**src/rtl/wc_pkg.sv**
```systemverilog
package wc_pkg;
    localparam int unsigned TAP_BITS = 6;
    localparam int unsigned NUM_TAPS = 1 << TAP_BITS;
    localparam int unsigned SYNC_STAGES = 2;

    typedef logic [TAP_BITS-1:0] tap_t;
    typedef logic [NUM_TAPS-1:0] tap_vec_t;

    localparam tap_t TAP_MAX = tap_t'(NUM_TAPS - 1);

    typedef struct packed {
        logic rise;
        logic stop;
        logic start;
        logic level;
    } bus_ev_t;

    typedef enum logic [1:0] {
        OP_HOLD = 2'd0,
        OP_LOAD = 2'd1,
        OP_UP   = 2'd2,
        OP_DOWN = 2'd3
    } wop_e;

    typedef struct packed {
        wop_e op;
        tap_t val;
    } wcmd_t;

    function automatic tap_t step_sat(input tap_t cur, input logic up);
        if (up) begin
            return (cur == TAP_MAX) ? cur : cur + tap_t'(1);
        end
        return (cur == '0) ? cur : cur - tap_t'(1);
    endfunction
endpackage

```
**src/rtl/wc_bus_sync.sv**
```systemverilog
module wc_bus_sync
    import wc_pkg::*;
(
    input  logic    clk,
    input  logic    rst,
    input  logic    scl_i,
    input  logic    sda_i,
    output bus_ev_t ev_o
);
    logic [SYNC_STAGES:0] scl_sh;
    logic [SYNC_STAGES:0] sda_sh;

    always_ff @(posedge clk) begin
        if (rst) begin
            scl_sh <= '1;
            sda_sh <= '1;
        end else begin
            scl_sh <= {scl_sh[SYNC_STAGES-1:0], scl_i};
            sda_sh <= {sda_sh[SYNC_STAGES-1:0], sda_i};
        end
    end

    logic scl_now, scl_old, sda_now, sda_old;
    assign scl_now = scl_sh[SYNC_STAGES-1];
    assign scl_old = scl_sh[SYNC_STAGES];
    assign sda_now = sda_sh[SYNC_STAGES-1];
    assign sda_old = sda_sh[SYNC_STAGES];

    always_comb begin
        ev_o.rise  = scl_now & ~scl_old;
        ev_o.stop  = scl_now & scl_old & sda_now & ~sda_old;
        ev_o.start = scl_now & scl_old & ~sda_now & sda_old;
        ev_o.level = sda_now;
    end
endmodule

```
**src/rtl/wc_mode.sv**
```systemverilog
module wc_mode
    import wc_pkg::*;
#(
    parameter logic CHAN_ID = 1'b0
) (
    input  logic    clk,
    input  logic    rst,
    input  logic    arm_i,
    input  logic    arm_pot_i,
    input  bus_ev_t ev_i,
    output logic    mode_o
);
    always_ff @(posedge clk) begin
        if (rst) begin
            mode_o <= 1'b0;
        end else if (arm_i && (arm_pot_i == CHAN_ID)) begin
            mode_o <= 1'b1;
        end else if (ev_i.stop || ev_i.start) begin
            mode_o <= 1'b0;
        end
    end
endmodule

```
**src/rtl/wc_arbiter.sv**
```systemverilog
module wc_arbiter
    import wc_pkg::*;
(
    input  logic    pwr_load_i,
    input  tap_t    pwr_val_i,
    input  logic    dir_load_i,
    input  tap_t    dir_val_i,
    input  logic    par_load_i,
    input  tap_t    par_val_i,
    input  logic    mode_i,
    input  bus_ev_t ev_i,
    output wcmd_t   cmd_o
);
    always_comb begin
        cmd_o.op  = OP_HOLD;
        cmd_o.val = '0;
        if (pwr_load_i) begin
            cmd_o.op  = OP_LOAD;
            cmd_o.val = pwr_val_i;
        end else if (dir_load_i) begin
            cmd_o.op  = OP_LOAD;
            cmd_o.val = dir_val_i;
        end else if (par_load_i) begin
            cmd_o.op  = OP_LOAD;
            cmd_o.val = par_val_i;
        end else if (mode_i && ev_i.rise) begin
            cmd_o.op = ev_i.level ? OP_UP : OP_DOWN;
        end
    end
endmodule

```
**src/rtl/wc_reg.sv**
```systemverilog
module wc_reg
    import wc_pkg::*;
#(
    parameter tap_t RESET_TAP = '0
) (
    input  logic  clk,
    input  logic  rst,
    input  wcmd_t cmd_i,
    output tap_t  wiper_o
);
    always_ff @(posedge clk) begin
        if (rst) begin
            wiper_o <= RESET_TAP;
        end else begin
            unique case (cmd_i.op)
                OP_LOAD: wiper_o <= cmd_i.val;
                OP_UP:   wiper_o <= step_sat(wiper_o, 1'b1);
                OP_DOWN: wiper_o <= step_sat(wiper_o, 1'b0);
                default: wiper_o <= wiper_o;
            endcase
        end
    end
endmodule

```
**src/rtl/wc_decode.sv**
```systemverilog
module wc_decode
    import wc_pkg::*;
(
    input  tap_t     wiper_i,
    output tap_vec_t tap_o
);
    for (genvar i = 0; i < NUM_TAPS; i++) begin : g_tap
        assign tap_o[i] = (wiper_i == tap_t'(i));
    end
endmodule

```
**src/rtl/wiper_counter.sv**
```systemverilog
module wiper_counter
    import wc_pkg::*;
#(
    parameter logic CHAN_ID   = 1'b0,
    parameter tap_t RESET_TAP = '0
) (
    input  logic       clk,
    input  logic       rst,
    input  logic       scl_i,
    input  logic       sda_i,
    input  logic       arm_i,
    input  logic       arm_pot_i,
    input  logic       pwr_load_i,
    input  logic [5:0] pwr_val_i,
    input  logic       dir_load_i,
    input  logic [5:0] dir_val_i,
    input  logic       par_load_i,
    input  logic [5:0] par_val_i,
    output logic [5:0] wiper_o,
    output logic [63:0] tap_o,
    output logic       step_mode_o
);
    bus_ev_t ev;
    wcmd_t   cmd;
    logic    mode_q;
    tap_t    wiper_q;

    wc_bus_sync u_sync (
        .clk   (clk),
        .rst   (rst),
        .scl_i (scl_i),
        .sda_i (sda_i),
        .ev_o  (ev)
    );

    wc_mode #(.CHAN_ID(CHAN_ID)) u_mode (
        .clk       (clk),
        .rst       (rst),
        .arm_i     (arm_i),
        .arm_pot_i (arm_pot_i),
        .ev_i      (ev),
        .mode_o    (mode_q)
    );

    wc_arbiter u_arb (
        .pwr_load_i (pwr_load_i),
        .pwr_val_i  (pwr_val_i),
        .dir_load_i (dir_load_i),
        .dir_val_i  (dir_val_i),
        .par_load_i (par_load_i),
        .par_val_i  (par_val_i),
        .mode_i     (mode_q),
        .ev_i       (ev),
        .cmd_o      (cmd)
    );

    wc_reg #(.RESET_TAP(RESET_TAP)) u_reg (
        .clk     (clk),
        .rst     (rst),
        .cmd_i   (cmd),
        .wiper_o (wiper_q)
    );

    wc_decode u_dec (
        .wiper_i (wiper_q),
        .tap_o   (tap_o)
    );

    assign wiper_o     = wiper_q;
    assign step_mode_o = mode_q;
endmodule

```
**config.mk**
```make
export PLATFORM = sky130hd
export DESIGN_NAME = wiper_counter
export DESIGN_NICKNAME = d
export VERILOG_FILES = /design/src/rtl/wc_pkg.sv /design/src/rtl/wc_bus_sync.sv /design/src/rtl/wc_mode.sv /design/src/rtl/wc_arbiter.sv /design/src/rtl/wc_reg.sv /design/src/rtl/wc_decode.sv /design/src/rtl/wiper_counter.sv
export SDC_FILE = /design/constraint.sdc
export NUM_CORES = 1
export LEC_CHECK = 0
export BUFFER_PORTS_ARGS = -buffer_cell sky130_fd_sc_hd__buf_2
export CAP_MARGIN = 15
export CORE_MARGIN = 4
export CORE_UTILIZATION = 35
export CTS_BUF_LIST = sky130_fd_sc_hd__clkbuf_4 sky130_fd_sc_hd__clkbuf_8
export DETAILED_ROUTE_END_ITERATION = 10
export GPL_ROUTABILITY_DRIVEN = 0
export PLACE_DENSITY = 0.76
export SLEW_MARGIN = 25
export SYNTH_ARGS = -nofsm -noshare
export SYNTH_HDL_FRONTEND = slang
export SYNTH_SLANG_ARGS = --single-unit
```
**constraint.sdc**
```tcl
create_clock -name clk -period 2.7 [get_ports clk]
set_input_delay 0.27 -clock clk [delete_from_list [all_inputs] [get_ports clk]]
set_output_delay 0.27 -clock clk [all_outputs]
set_load 0.01 [all_outputs]
```
Word level (Yosys, flattened, before mapping)
Index checks and enable logic that the tools add are counted.
{"block": "op_classes", "n_bitwise": 10, "reduce_logical": 7, "eq_ne": 67, "n_mux": 14, "add_sub_neg": 2}
{"operator": "$eq A6 B6 Y1 const B", "count": 32}
{"operator": "$eq A6 B5 Y1 const B", "count": 16}
{"operator": "$eq A6 B4 Y1 const B", "count": 8}
{"operator": "$eq A6 B3 Y1 const B", "count": 4}
{"operator": "$mux W6", "count": 4}
{"operator": "$pmux W6 S3", "count": 1}
{"operator": "$mux W8", "count": 2}
{"operator": "$eq A6 B2 Y1 const B", "count": 2}
{"operator": "$add A6 B1 Y6 const B", "count": 1}
{"operator": "$and A1 B1 Y1", "count": 6}
{"operator": "$eq A6 B1 Y1 const B", "count": 1}
{"operator": "$logic_not A6 Y1", "count": 1}
{"operator": "$sub A6 B1 Y6 const B", "count": 1}
{"operator": "$mux W1", "count": 5}
{"operator": "$eq A2 B2 Y1 const B", "count": 2}
{"operator": "$mux W2", "count": 2}
{"operator": "$not A1 Y1", "count": 4}
{"operator": "$ne A3 B3 Y1 const B", "count": 1}
{"operator": "$reduce_bool A3 Y1", "count": 1}
{"operator": "$eq A2 B1 Y1 const B", "count": 1}
{"operator": "$logic_and A1 B1 Y1", "count": 2}
{"operator": "$reduce_and A2 Y1", "count": 1}
{"operator": "$reduce_bool A2 Y1", "count": 1}
{"operator": "$logic_or A1 B1 Y1", "count": 1}
{"block": "word_totals", "ff_bits": 13, "inputBits": 27}

Longest topological paths before layout
{"block": "depth", "word_depth": 12, "mapped_depth": 8, "ltp_nobuf": 7}

Hierarchy
From an unflattened synthesis, not the netlist that was laid out.
{"block": "hier_totals", "cells_unflattened": 221, "hier_area_um2": 1492.7}
{"mod": "wc_reg", "area_each_um2": 618.1, "n_inst": 1, "cells_per_inst": 76}
{"mod": "wc_decode", "area_each_um2": 461.7, "n_inst": 1, "cells_per_inst": 95}
{"mod": "wc_bus_sync", "area_each_um2": 191.4, "n_inst": 1, "cells_per_inst": 16}
{"mod": "wc_arbiter", "area_each_um2": 181.4, "n_inst": 1, "cells_per_inst": 30}
{"mod": "wc_mode", "area_each_um2": 40.0, "n_inst": 1, "cells_per_inst": 4}

Worst setup path before layout
Ideal clock, no wire load.
{"block": "synth_path", "path_type": "reg2reg", "from": "reg u_reg.wiper_o[0]", "to": "reg u_reg.wiper_o[0]", "arrival_ns": 1.819, "stages_incl_launch_ff": 9, "period_less_slack_ns": 1.906, "n_path_buf": 1, "slack_ns": 0.794, "setup_time_ns": 0.087, "cell_sequence": "dfxtp_1 inv_1 ha_1 or3b_1 buf_6 o31ai_4 nor2_1 xnor2_1 o31ai_1"}
{"block": "synth_via", "elab_chain_len": 4, "elab_cells_between_ends": 10, "cone_classes": "add/sub: 2; eq/ne: 2; mux: 4; reduce/logical: 2"}
{"item": "start, declared", "line_no": "wc_reg.sv:9", "source": "output tap_t wiper_o"}
{"item": "start signal, assigned", "line_no": "wc_reg.sv:16", "source": "OP_LOAD: wiper_o <= cmd_i.val;"}
{"item": "start signal, assigned", "line_no": "wc_reg.sv:17", "source": "OP_UP: wiper_o <= step_sat(wiper_o, 1'b1);"}
{"item": "start signal, assigned", "line_no": "wc_reg.sv:18", "source": "OP_DOWN: wiper_o <= step_sat(wiper_o, 1'b0);"}
{"item": "$sub A6 B1 Y6 (tied with other cells)", "line_no": "wc_pkg.sv:34", "source": "return (cur == '0) ? cur : cur - tap_t'(1);"}
{"item": "$mux W6, on equally long branches", "line_no": "wc_pkg.sv:34, wc_pkg.sv:32"}
{"item": "$mux W6", "line_no": "wc_pkg.sv:34"}
{"item": "$pmux W6 S3", "line_no": "wc_reg.sv:15", "source": "unique case (cmd_i.op)"}
Several ways; a longest one is shown, not always the timed one. The select of a mux whose other input is x is not followed.
A chain may end at the register's enable or synchronous reset.

Worst setup path after layout
Ends and elaborated chain as after synthesis.

==> implementation parameters <==
Parameter                              Value

Run status
  Result of the run ... finished, final reports clean

Cells and area
  Final-stage net count ... 312
  Fin area ... 0.00173 mm2
  Total area of sequential cells ... 260 um2
  Area of the multi-input gates ... 881 um2
  Fillcell total ... 383
  Share of post-route cells with drive strength above 1 ... 40.7%
  Area grow syn2layout ... 42.1%
  Count of inserted antenna diode cells ... 0
  Utilization after layout ... 51.5%

Synth
  Leading cell types by total area after synthesis ... sky130_fd_sc_hd__nor2_1 (22%), sky130_fd_sc_hd__dfxtp_1 (21%), sky130_fd_sc_hd__nand2_1 (5.5%), sky130_fd_sc_hd__ha_1 (4.1%), sky130_fd_sc_hd__a22oi_1 (3.1%)
  Area leader, netlist ... sky130_fd_sc_hd__nor2_1
  Yosys warning count ... 0
  EDFF count, synth ... 0
  Post-Synthesis Mean Instance Area ... 6.32 um2
  Cell area after technology mapping ... 0.00122 mm2
  Most used flip-flop cell after synthesis ... sky130_fd_sc_hd__dfxtp_1
  Proportion of synthesized chip area in sequential cells ... 21.3%
  Number of synthesized register bits ... 13
  Syn_nets ... 224
  Post-synthesis cell type count ... 41
  Post-synthesis instance total ... 193
  Post-synthesis async set-or-reset flop share ... 0%
  Share of the synthesized area in the top cell type ... 21.8%

Place
  Count of input and output buffers ... 97
  Cell area after placement ... 0.00170 mm2
  HPWL Detailed ... 3210 um

Die
  Height of the die ... 67.0 um
  Placement row count ... 21
  Die Footprint ... 0.00449 mm2
  DIE WIDTH ... 67.0 um
  Ports ... 98
  Core outline area ... 0.00336 mm2
  Initial core utilization ... 36.3%

Timing
  Final Cycle Share ... 78.8%
  Number of failing hold endpoints at the final stage ... 0
  Final max-slew violation count ... 0
  Fmax achieved ... 470 MHz
  Minimum clock period ... 2130 ps
  Final setup fails ... 0
  Unrepaired setup endpoints after global routing ... false
  Worst slew pin tran ... 576 ps
  Post-Route Skew ... 6.57 ps
  Setup TNS Final ... 0 ps
  Worst rel slew slack ... 61.6%

Critical path
  Max incr delay on CP ... 490 ps
  Worst reg2reg endpoint ... u_reg.wiper_o[0]
  Arrival time worst endpoint ... 2310 ps
  Minimum setup slack among reg-to-reg paths ... 570 ps
  Number of cells traversed by the worst register-to-register path ... 7
  Worst setup SP type ... flip-flop
  Worst-path fanout max ... 8
  Ordered list of cells on the worst path ... inv_1, ha_1, or3b_1, o31ai_4, nor2_1, xnor2_1, o31ai_1
  Worst setup path category ... flip-flop to flip-flop
  Required time worst endpoint ... 2880 ps
  Critical path endpoint category ... flip-flop
  Cell with the largest stage delay on the worst path ... sky130_fd_sc_hd__or3b_1
  Critical R2R Launch ... u_reg.wiper_o[0]
  Timing startpoint of the critical path ... u_reg.wiper_o[0]

Clock tree
  Number of buffers inserted by hold repair at cts ... 0
  Maximum level of the CTS H-tree ... 1
  Post-cts sizing count ... 0
  CTS max path bufs ... 2
  Post-CTS setup repair buffer count ... 0
  TritonCTS clock tree ... built
  Root Buffer ... sky130_fd_sc_hd__clkbuf_4
  Number of buffers added by the clock tree synthesis step ... 3
  Clock latency at the later pin of the worst-skew pair ... 270 ps
  Clock sink total ... 13
  Reg clk slew, reported paths ... 80 ps

Global route
  Antenna violations before repair ... 0
  Global route overflow ... 0
  Vias in the first global route ... 1,407
  Global-route wire length before repair ... 6410 um
  Total track usage ... 17.8%
  Pin count of the biggest net entering global routing ... 18

Run
  Max-cap violations ... 0

Route
  Number of remaining DRC errors ... 0
  Routed wire per std cell ... 12.5 um
  First drt pass iteration count ... 4
  Detailed Route Iter0 Violations ... 74
  Vias per cell ... 4.94
  Vias ... 1,612
  Antenna Nets Post-Route ... 0
  Routed Wire Length ... 4080 um

Hold path
  Worst hold path cell count ... 2
  Hold endpoint ... u_sync.sda_sh[0]
  Tightest Hold Check Type ... input pin to flip-flop
  Source of the worst hold timing path ... sda_i

Power and ir drop
  Max IR drop VDD ... 0.249 mV
  Power Density ... 295 mW/mm2
  Leakage ... 0.915 nW
## layer usage
| metal | track usage (%) | wire [um] |
|---|---|---|
| met5 | 0 | 0 |
| met4 | 2.28 | 0 |
| met3 | 3.88 | 502 |
| met2 | 32.4 | 1830 |
| met1 | 21.5 | 1750 |
## metrics by stage
step	hold WS, ps	setup WS [ps]	instances	power [mW]
after global placement	390	696	322	0.388
after global routing	180	382	326	0.550
after detailed placement	394	618	322	0.390
after CTS	176	572	326	0.515
final	182	572	326	0.511
after floorplan	374	794	193	0.335
## power by group
group	leakage (nW)	total [mW]	internal, mW	switching [mW]
Clock	0.0184	0.127	0.0672	0.0597
Sequential	0.108	0.224	0.203	0.0212
Combinational	0.789	0.160	0.0648	0.0956
## synth_stat cells (2+ instances only)
cell type / instances
sky130_fd_sc_hd__a21oi_1: 6
sky130_fd_sc_hd__a22oi_1: 5
sky130_fd_sc_hd__and2_1: 2
sky130_fd_sc_hd__buf_2: 3
sky130_fd_sc_hd__clkbuf_1: 10
sky130_fd_sc_hd__dfxtp_1: 13
sky130_fd_sc_hd__ha_1: 4
sky130_fd_sc_hd__inv_1: 3
sky130_fd_sc_hd__nand2_1: 18
sky130_fd_sc_hd__nand2b_1: 3
sky130_fd_sc_hd__nand3_1: 4
sky130_fd_sc_hd__nand4_1: 2
sky130_fd_sc_hd__nor2_1: 71
sky130_fd_sc_hd__nor2b_1: 3
sky130_fd_sc_hd__nor3_1: 4
sky130_fd_sc_hd__o21ai_0: 7
sky130_fd_sc_hd__o311ai_0: 3
sky130_fd_sc_hd__o31ai_1: 2
sky130_fd_sc_hd__or2_2: 6
sky130_fd_sc_hd__xnor2_1: 3
## state kept, by name (all words and copies together) (netlist names)
signal         count
u_reg.wiper_o      6
u_sync.scl_sh      3
u_sync.sda_sh      3
u_mode.mode_o      1
## worst max-delay path, delay by kind of cell, from the launching register on
kind            cells  cell delay, ps
simple gates        2             590
compound gates      2             550
flops               1             400
fa+ha+maj           1             250
xor+xnor            1             140
buf+inv             1             110
## how the worst max path moves through the flow
stage	cells past startpoint	to	slack, ps
4_1_cts	7	u_reg.wiper_o[0]	570
6_report	7	u_reg.wiper_o[0]	570
3_5_place_dp	7	u_reg.wiper_o[0]	620
2_1_floorplan	8	u_reg.wiper_o[0]	790
5_1_grt	7	u_reg.wiper_o[0]	380
3_3_place_gp	7	u_reg.wiper_o[1]	700
## logic make-up after synthesis
group           Yosys count  share of synthesized area, %
mux                       1                         0.821
buf+inv                  18                          6.46
xor+xnor                  3                          2.15
simple gates            122                          45.0
fa+ha+maj                 4                          4.10
compound gates           32                          20.1
flops                    13                          21.3
## area by class of cell
type,instances,area share (%)
flip-flops and latches,13,15.0
clock buffers,4,1.73
multi-input cells,162,50.8
repair buffers,98,28.4
well taps,46,3.32
inverters,3,0.650
## cell usage in the layout (no fill, tap or decap)
master	n
sky130_fd_sc_hd__buf_2	97
sky130_fd_sc_hd__nor2_1	71
sky130_fd_sc_hd__nand2_1	18
sky130_fd_sc_hd__dfxtp_1	13
sky130_fd_sc_hd__o21ai_0	7
sky130_fd_sc_hd__or2_2	6
sky130_fd_sc_hd__a21oi_1	6
sky130_fd_sc_hd__a22oi_1	5
sky130_fd_sc_hd__nand3_1	4
sky130_fd_sc_hd__nor3_1	4
sky130_fd_sc_hd__ha_1	4
sky130_fd_sc_hd__clkbuf_4	4
sky130_fd_sc_hd__inv_1	3
sky130_fd_sc_hd__nor2b_1	3
sky130_fd_sc_hd__nand2b_1	3
sky130_fd_sc_hd__o311ai_0	3
sky130_fd_sc_hd__xnor2_1	3
sky130_fd_sc_hd__nand4_1	2
sky130_fd_sc_hd__and2_1	2
sky130_fd_sc_hd__o31ai_1	2
sky130_fd_sc_hd__or2_1	1
sky130_fd_sc_hd__or3b_1	1
sky130_fd_sc_hd__and4_1	1
sky130_fd_sc_hd__and3_1	1
sky130_fd_sc_hd__and3b_1	1
sky130_fd_sc_hd__o31ai_4	1
sky130_fd_sc_hd__nor3_4	1
sky130_fd_sc_hd__o21ai_2	1
sky130_fd_sc_hd__a221o_2	1
sky130_fd_sc_hd__or3_1	1
sky130_fd_sc_hd__a311oi_2	1
sky130_fd_sc_hd__or4_1	1
sky130_fd_sc_hd__mux2i_1	1
sky130_fd_sc_hd__nor4_1	1
sky130_fd_sc_hd__a2bb2oi_1	1
sky130_fd_sc_hd__a31oi_1	1
sky130_fd_sc_hd__a211oi_2	1
sky130_fd_sc_hd__a221oi_1	1
sky130_fd_sc_hd__a211o_1	1
sky130_fd_sc_hd__buf_4	1
(Power assumes the default switching activity.)
